==> config.mk <==
export PLATFORM = sky130hd
export DESIGN_NAME = ddc1_edid_tx
export DESIGN_NICKNAME = d
export VERILOG_FILES = /design/src/rtl/ddc1_pkg.sv /design/src/rtl/ddc_sync_edge.sv /design/src/rtl/ddc1_shifter.sv /design/src/rtl/ddc1_edid_tx.sv
export SDC_FILE = /design/constraint.sdc
export NUM_CORES = 1
export LEC_CHECK = 0
export CAP_MARGIN = 10
export CORE_MARGIN = 2
export CORE_UTILIZATION = 30
export CTS_BUF_LIST = sky130_fd_sc_hd__clkbuf_8 sky130_fd_sc_hd__clkbuf_16
export DETAILED_ROUTE_END_ITERATION = 6
export PLACE_DENSITY_LB_ADDON = 0.15
export SYNTH_ARGS = -nofsm -noshare
export SYNTH_HDL_FRONTEND = slang
export SYNTH_HIERARCHICAL = 1
export SYNTH_SLANG_ARGS = --single-unit
==> constraint.sdc <==
create_clock -name clk -period 1.7 [get_ports clk]
set_input_delay 0.34 -clock clk [delete_from_list [all_inputs] [get_ports clk]]
set_output_delay 0.34 -clock clk [all_outputs]
set_load 0.02 [all_outputs]
==> src/rtl/ddc1_pkg.sv <==
package ddc1_pkg;
  localparam logic [1:0] RA_CTRL = 2'd0;
  localparam logic [1:0] RA_PTR  = 2'd1;
  localparam logic [1:0] RA_HOLD = 2'd2;

  localparam int unsigned CB_EN     = 0;
  localparam int unsigned CB_SW     = 1;
  localparam int unsigned CB_WIDE   = 2;
  localparam int unsigned CB_D1FLAG = 3;
  localparam int unsigned CB_SWFLAG = 4;
  localparam int unsigned CB_DDC2   = 5;

  typedef enum logic {EDGE_RISE = 1'b0, EDGE_FALL = 1'b1} edge_kind_e;
endpackage

==> src/rtl/ddc_sync_edge.sv <==
module ddc_sync_edge #(
  parameter int unsigned STAGES = 2,
  parameter logic RESET_VAL = 1'b0,
  parameter ddc1_pkg::edge_kind_e KIND = ddc1_pkg::EDGE_RISE
) (
  input  logic clk,
  input  logic rst_n,
  input  logic async_i,
  output logic edge_o
);
  logic [STAGES-1:0] sync_q;
  logic prev_q;
  logic level;

  always_ff @(posedge clk or negedge rst_n) begin
    if (!rst_n) begin
      sync_q <= {STAGES{RESET_VAL}};
      prev_q <= RESET_VAL;
    end else begin
      sync_q <= {sync_q[STAGES-2:0], async_i};
      prev_q <= sync_q[STAGES-1];
    end
  end

  assign level = sync_q[STAGES-1];

  generate
    if (KIND == ddc1_pkg::EDGE_RISE) begin : g_rise
      assign edge_o = level & ~prev_q;
    end else begin : g_fall
      assign edge_o = ~level & prev_q;
    end
  endgenerate


  pulse_width_chk: assert property (@(posedge clk) disable iff (!rst_n)
    edge_o |=> !edge_o);
endmodule

==> src/rtl/ddc1_shifter.sv <==
module ddc1_shifter #(
  parameter int unsigned DATA_W = 8
) (
  input  logic              clk,
  input  logic              rst_n,
  input  logic              step_i,
  input  logic              idle_i,
  input  logic [DATA_W-1:0] load_i,
  output logic              byte_start_o,
  output logic              frame_end_o,
  output logic              sda_o
);
  localparam int unsigned IW = $clog2(DATA_W + 1);
  localparam logic [IW-1:0] LAST = IW'(DATA_W);

  logic [IW-1:0]     idx_q;
  logic [DATA_W-1:0] sh_q;
  logic              sda_q;

  assign byte_start_o = step_i && (idx_q == '0);
  assign frame_end_o  = step_i && (idx_q == LAST);

  always_ff @(posedge clk or negedge rst_n) begin
    if (!rst_n) begin
      idx_q <= '0;
      sh_q  <= '0;
      sda_q <= 1'b1;
    end else if (idle_i) begin
      sda_q <= 1'b1;
    end else if (step_i) begin
      if (idx_q == '0) begin
        sda_q <= load_i[DATA_W-1];
        sh_q  <= {load_i[DATA_W-2:0], 1'b0};
        idx_q <= idx_q + 1'b1;
      end else if (idx_q == LAST) begin
        sda_q <= 1'b1;
        idx_q <= '0;
      end else begin
        sda_q <= sh_q[DATA_W-1];
        sh_q  <= {sh_q[DATA_W-2:0], 1'b0};
        idx_q <= idx_q + 1'b1;
      end
    end
  end

  assign sda_o = sda_q;


  ninth_bit_high_chk: assert property (@(posedge clk) disable iff (!rst_n)
    frame_end_o |=> sda_o);


  idle_hold_chk: assert property (@(posedge clk) disable iff (!rst_n)
    (!step_i && !idle_i) |=> $stable(sda_o));
endmodule

==> src/rtl/ddc1_edid_tx.sv <==
module ddc1_edid_tx #(
  parameter int unsigned ADDR_W = 8,
  parameter int unsigned DATA_W = 8,
  parameter int unsigned SYNC_STAGES = 2
) (
  input  logic              clk,
  input  logic              rst_n,
  input  logic              vsync_in,
  input  logic              scl_in,
  input  logic [1:0]        reg_addr,
  input  logic              reg_we,
  input  logic [DATA_W-1:0] reg_wdata,
  output logic [DATA_W-1:0] reg_rdata,
  output logic [ADDR_W-1:0] buf_addr,
  input  logic [DATA_W-1:0] buf_data,
  output logic              sda_out,
  output logic              ddc1_irq,
  output logic              mode_irq
);
  import ddc1_pkg::*;

  localparam logic [ADDR_W-1:0] NARROW_MASK = {1'b0, {(ADDR_W-1){1'b1}}};
  localparam logic [ADDR_W-1:0] WIDE_MASK   = {ADDR_W{1'b1}};

  logic en_q, sw_q, wide_q, d1flag_q, swflag_q, ddc2_q;
  logic [ADDR_W-1:0] ptr_q;
  logic [DATA_W-1:0] hold_q;
  logic vs_rise, scl_fall, step, byte_start, frame_end;
  logic ctrl_wr, ptr_wr, hold_wr, auto_fetch;
  logic [ADDR_W-1:0] ptr_next;
  logic [DATA_W-1:0] load_byte;

  ddc_sync_edge #(.STAGES(SYNC_STAGES), .RESET_VAL(1'b0), .KIND(EDGE_RISE)) u_vs (
    .clk(clk), .rst_n(rst_n), .async_i(vsync_in), .edge_o(vs_rise));

  ddc_sync_edge #(.STAGES(SYNC_STAGES), .RESET_VAL(1'b1), .KIND(EDGE_FALL)) u_scl (
    .clk(clk), .rst_n(rst_n), .async_i(scl_in), .edge_o(scl_fall));

  assign step       = vs_rise && en_q && !ddc2_q;
  assign ctrl_wr    = reg_we && (reg_addr == RA_CTRL);
  assign ptr_wr     = reg_we && (reg_addr == RA_PTR);
  assign hold_wr    = reg_we && (reg_addr == RA_HOLD);
  assign auto_fetch = byte_start && !sw_q;
  assign load_byte  = sw_q ? hold_q : buf_data;
  assign ptr_next   = (ptr_q + 1'b1) & (wide_q ? WIDE_MASK : NARROW_MASK);

  ddc1_shifter #(.DATA_W(DATA_W)) u_shift (
    .clk(clk), .rst_n(rst_n), .step_i(step), .idle_i(ddc2_q),
    .load_i(load_byte), .byte_start_o(byte_start),
    .frame_end_o(frame_end), .sda_o(sda_out));

  always_ff @(posedge clk or negedge rst_n) begin
    if (!rst_n) begin
      en_q     <= 1'b0;
      sw_q     <= 1'b0;
      wide_q   <= 1'b0;
      d1flag_q <= 1'b0;
      swflag_q <= 1'b0;
      ddc2_q   <= 1'b0;
    end else begin
      if (ctrl_wr) begin
        en_q   <= reg_wdata[CB_EN];
        sw_q   <= reg_wdata[CB_SW];
        wide_q <= reg_wdata[CB_WIDE];
      end
      if (frame_end && sw_q) d1flag_q <= 1'b1;
      else if (ctrl_wr && !reg_wdata[CB_D1FLAG]) d1flag_q <= 1'b0;
      if (scl_fall && !ddc2_q) begin
        swflag_q <= 1'b1;
        ddc2_q   <= 1'b1;
      end else if (ctrl_wr && !reg_wdata[CB_SWFLAG]) begin
        swflag_q <= 1'b0;
      end
    end
  end

  always_ff @(posedge clk or negedge rst_n) begin
    if (!rst_n) begin
      ptr_q  <= '0;
      hold_q <= '0;
    end else begin
      if (auto_fetch) ptr_q <= ptr_next;
      else if (ptr_wr) ptr_q <= reg_wdata[ADDR_W-1:0];
      if (auto_fetch) hold_q <= buf_data;
      else if (hold_wr) hold_q <= reg_wdata;
    end
  end

  always_comb begin
    reg_rdata = '0;
    unique case (reg_addr)
      RA_CTRL: begin
        reg_rdata[CB_EN]     = en_q;
        reg_rdata[CB_SW]     = sw_q;
        reg_rdata[CB_WIDE]   = wide_q;
        reg_rdata[CB_D1FLAG] = d1flag_q;
        reg_rdata[CB_SWFLAG] = swflag_q;
        reg_rdata[CB_DDC2]   = ddc2_q;
      end
      RA_PTR:  reg_rdata[ADDR_W-1:0] = ptr_q;
      RA_HOLD: reg_rdata = hold_q;
      default: reg_rdata = '0;
    endcase
  end

  assign buf_addr = ptr_q;
  assign ddc1_irq = d1flag_q;
  assign mode_irq = swflag_q;


  ddc2_sticky_chk: assert property (@(posedge clk) disable iff (!rst_n)
    ddc2_q |=> ddc2_q);


  ddc2_release_chk: assert property (@(posedge clk) disable iff (!rst_n)
    ddc2_q |=> sda_out);


  d1flag_source_chk: assert property (@(posedge clk) disable iff (!rst_n)
    $rose(d1flag_q) |-> $past(sw_q && en_q && !ddc2_q));


  narrow_window_chk: assert property (@(posedge clk) disable iff (!rst_n)
    $past(auto_fetch && !wide_q) |-> !ptr_q[ADDR_W-1]);


  ptr_frozen_chk: assert property (@(posedge clk) disable iff (!rst_n)
    (!en_q && !ptr_wr) |=> $stable(ptr_q));
endmodule

==> metrics.txt, run 1 <==
GR Overflow Total 0; CP Cell Sequence inv_2, ha_4, nor2b_4, nand2_2, nor2_4, nor2b_4, buf_6, a21oi_4, buf_6, a22oi_2, o21ai_1; fmax 572 MHz; GRT Resource Usage Total 16.2%; Layout area overhead 57.9%; Final #Nets 336; vias in the first global route 1893; first-pass GRT wire length 9630 um; Final Setup Violations 11; Tot Pwr 2.98 mW; crit-path max FO 6; Worst R2R Start u_shift/idx_q[0]; multi-input combinational cell area 1280 um2; drt total wl 6100 um; die height 89.5 um; Worst Path Required 1880 ps; post-route minimum period 1750 ps; slowest library cell on the worst path dfrtp_1; RSZ-0062 raised after global routing true; clk slew on worst S/H paths 80 ps; # diodes 0; Synth Register Bits 40; synth unique cells 39; CTS tree done; Final Util 48.2%; core region area 7180 um2; Reg power frac 39.0%; Max VDD drop 354 uV; HPWL after DPL 4490 um; R2R depth 11; FF-to-FF End buf_addr[0]; htree depth 2; num rows 31; sw frac 28.9%; Placer Congestion 0.763; synthesized area 2190 um2; initial core utilization 30.5%; kind of critical path register to register; Final WS setup -47.8 ps; Seq. cell area 1010 um2; Crit path largest cell delay 390 ps; critical path endpoint buf_addr[0]; Synth Warn # 6; largest net degree at the start of global routing 38; max-slew violations 0; Gate Count Post-Synth 205; DRT Pass-1 Iters 4; crit path capture type register; crit path from u_shift/idx_q[0]; clk_skew 9.58 ps; CP startpoint kind register; internal power 2.12 mW; # fillers 664; Avg WL per Cell 15.1 um; share of cells above drive strength 1 42.5%; Arrival @ worst endpoint 1930 ps; clock buffer depth 2; Sw Pwr 0.861 mW; Final Hold Viols 0; Seq/Total Area, Yosys 45.9%; leakage power 1.59 nW; vias per cell 4.74; clk sinks 40; clk_lat worst skew 300 ps; failing checks negative setup slack; CTS buffer count 5; Port-buffer cells 41; Reg2Reg Setup Slack -50 ps; P per Cell Area 862 nW/um2; fin crit share 103%; initial antenna violation count 0; Remaining DRCs 0; Hold WC Path Type register to register; Initial DRC Count 94; Worst Max-Slew Pin Slew 304 ps; Comb pwr share 32.1%; I/O pins 42; Slew headroom 79.7%; Synthesized Nets 236; maxcap violations 0; Post-DRT Antenna Nets 0; outcome finished, violations left; DIE AREA 8000 um2; power share of the clock group 28.9%; syn avg cell area 10.7 um2; Die Wd 89.5 um; Root Buffer clkbuf_8; Vias 1919
==> critical path, delay by kind of cell, from the launching register on <==
kind	cells	cell delay, ps
AO/OA/AOI/OAI	3	270
AND/OR/NAND/NOR	4	480
buffers and inverters	3	350
flip-flops	1	390
adder cells (fa/ha/maj)	1	130
==> synthesized netlist by cell type (all sizes together) <==
master,instances,area share [%]
a221o,1,0.46
ha,8,4.6
buf,7,1.7
nand4,1,0.29
o22ai,3,0.86
or2,1,0.29
a21oi,6,1.9
and3b,1,0.40
nor3b,2,1.2
o21ai,19,4.3
nor3,1,0.23
inv,6,1.0
mux2i,10,4.6
a22oi,3,1.0
dfrtp,36,41
a211o,1,0.40
nand3b,1,0.34
nand3,6,1.4
nand2b,3,0.86
or4b,1,0.46
nor2,14,2.4
o221a,1,0.51
a22o,1,0.40
o211ai,1,0.34
o32ai,1,0.40
a222oi,6,2.7
mux2,25,13
nand2,25,4.5
nor2b,8,3.0
and3,1,0.29
xnor2,1,0.40
dfstp,4,4.8
==> logic make-up (layout without fill, tap and decap cells) <==
logic type / count (synthesis) / in the layout / share of synthesized area [%]
simple gates: 65 / 65 / 15.6
compound gates: 43 / 43 / 13.4
flops: 40 / 40 / 45.9
mux: 35 / 35 / 17.4
buf+inv: 13 / 114 / 2.74
fa+ha+maj: 8 / 8 / 4.57
xor+xnor: 1 / 1 / 0.400
==> cell usage in the layout (no fill, tap or decap), types with 6 or more instances in the layout <==
| cell | instances |
|---|---|
| clkdlybuf4s50_1 | 21 |
| nand2_1 | 22 |
| mux2_2 | 15 |
| buf_4 | 52 |
| nor2_1 | 12 |
| mux2i_1 | 10 |
| o21ai_1 | 13 |
| dlygate4sd2_1 | 8 |
| a222oi_1 | 6 |
| buf_6 | 7 |
| mux2_4 | 7 |
| clkbuf_8 | 7 |
| nand3_1 | 6 |
| dfrtp_1 | 36 |
==> power by group through the flow <==
stage	Clock [mW]	Combinational, mW	Sequential, mW
3_3_place_gp	0	0.851	1.18
4_1_cts	0.896	0.895	1.16
5_1_grt	0.944	1.04	1.18
6_report	0.862	0.958	1.16
3_5_place_dp	0	0.855	1.18
2_1_floorplan	0	0.352	1.23
==> metrics by stage <==
stage               std cells  setup TNS, ps  setup slack [ps]  hold slack (ps)  area, um2
floorplan                 205              0              3.51             44.4       2210
global placement          385         -13440              -855              156       3060
detailed placement        385         -14160              -882              157       3060
CTS                       399           -461             -85.4              359       3320
global route              405          -1470              -151              369       3460
finish                    405           -371             -47.8              358       3460
==> worst min path at each step <==
stage	startpoint	endpoint	slack, ps	depth (start not counted)
after floorplan	rst_n	buf_addr[0]	40	0
after global placement	rst_n	buf_addr[6]	160	1
after detailed placement	rst_n	buf_addr[6]	160	1
after CTS	u_scl/sync_q[0]	u_scl/sync_q[1]	360	0
after global routing	u_scl/sync_q[0]	u_scl/sync_q[1]	370	0
final	u_scl/sync_q[0]	u_scl/sync_q[1]	360	0
==> final cells by class <==
| type | count | share of cell area [%] |
|---|---|---|
| multi-input combinational | 152 | 37.0 |
| sequential | 40 | 29.1 |
| timing repair buffer | 100 | 25.8 |
| tap | 99 | 3.58 |
| clock buffer | 7 | 2.79 |
| clock inverter | 1 | 0.868 |
| inverter | 6 | 0.868 |
==> routing by layer <==
layer,routed length (um),global-route usage (%),share of wire [%]
met1,2660,20.4,44
met2,3050,28.2,50
met3,273,2.86,4.5
met4,106,5.29,1.7
met5,0,0,0
==> state kept, by name (all words and copies together) (netlist names) <==
signal / count
buf_addr: 8
ddc1_irq: 1
ddc2_q: 1
en_q: 1
hold_q: 8
mode_irq: 1
sw_q: 1
u_scl/prev_q: 1
u_scl/sync_q: 2
u_shift/idx_q: 4
u_shift/sda_o: 1
u_shift/sh_q: 7
u_vs/prev_q: 1
u_vs/sync_q: 2
wide_q: 1
==> repair_timing <==
item / CTS / global route
hold buffers: 1 / 0
endpoints found under the hold margin: 3 / 0
pin swaps: 18 / 17
resized for setup: 82 / 22
setup buffers: 5 / 6
setup endpoints to repair: 39 / 26
No activity file was read; power rests on OpenSTA's default activity.
==> run 2: changes to the inputs <==
- CTS_CLUSTER_SIZE: unset -> 30
==> results of run 2 <==
The final DEF is identical to that of run 1; final timing and power are the same.
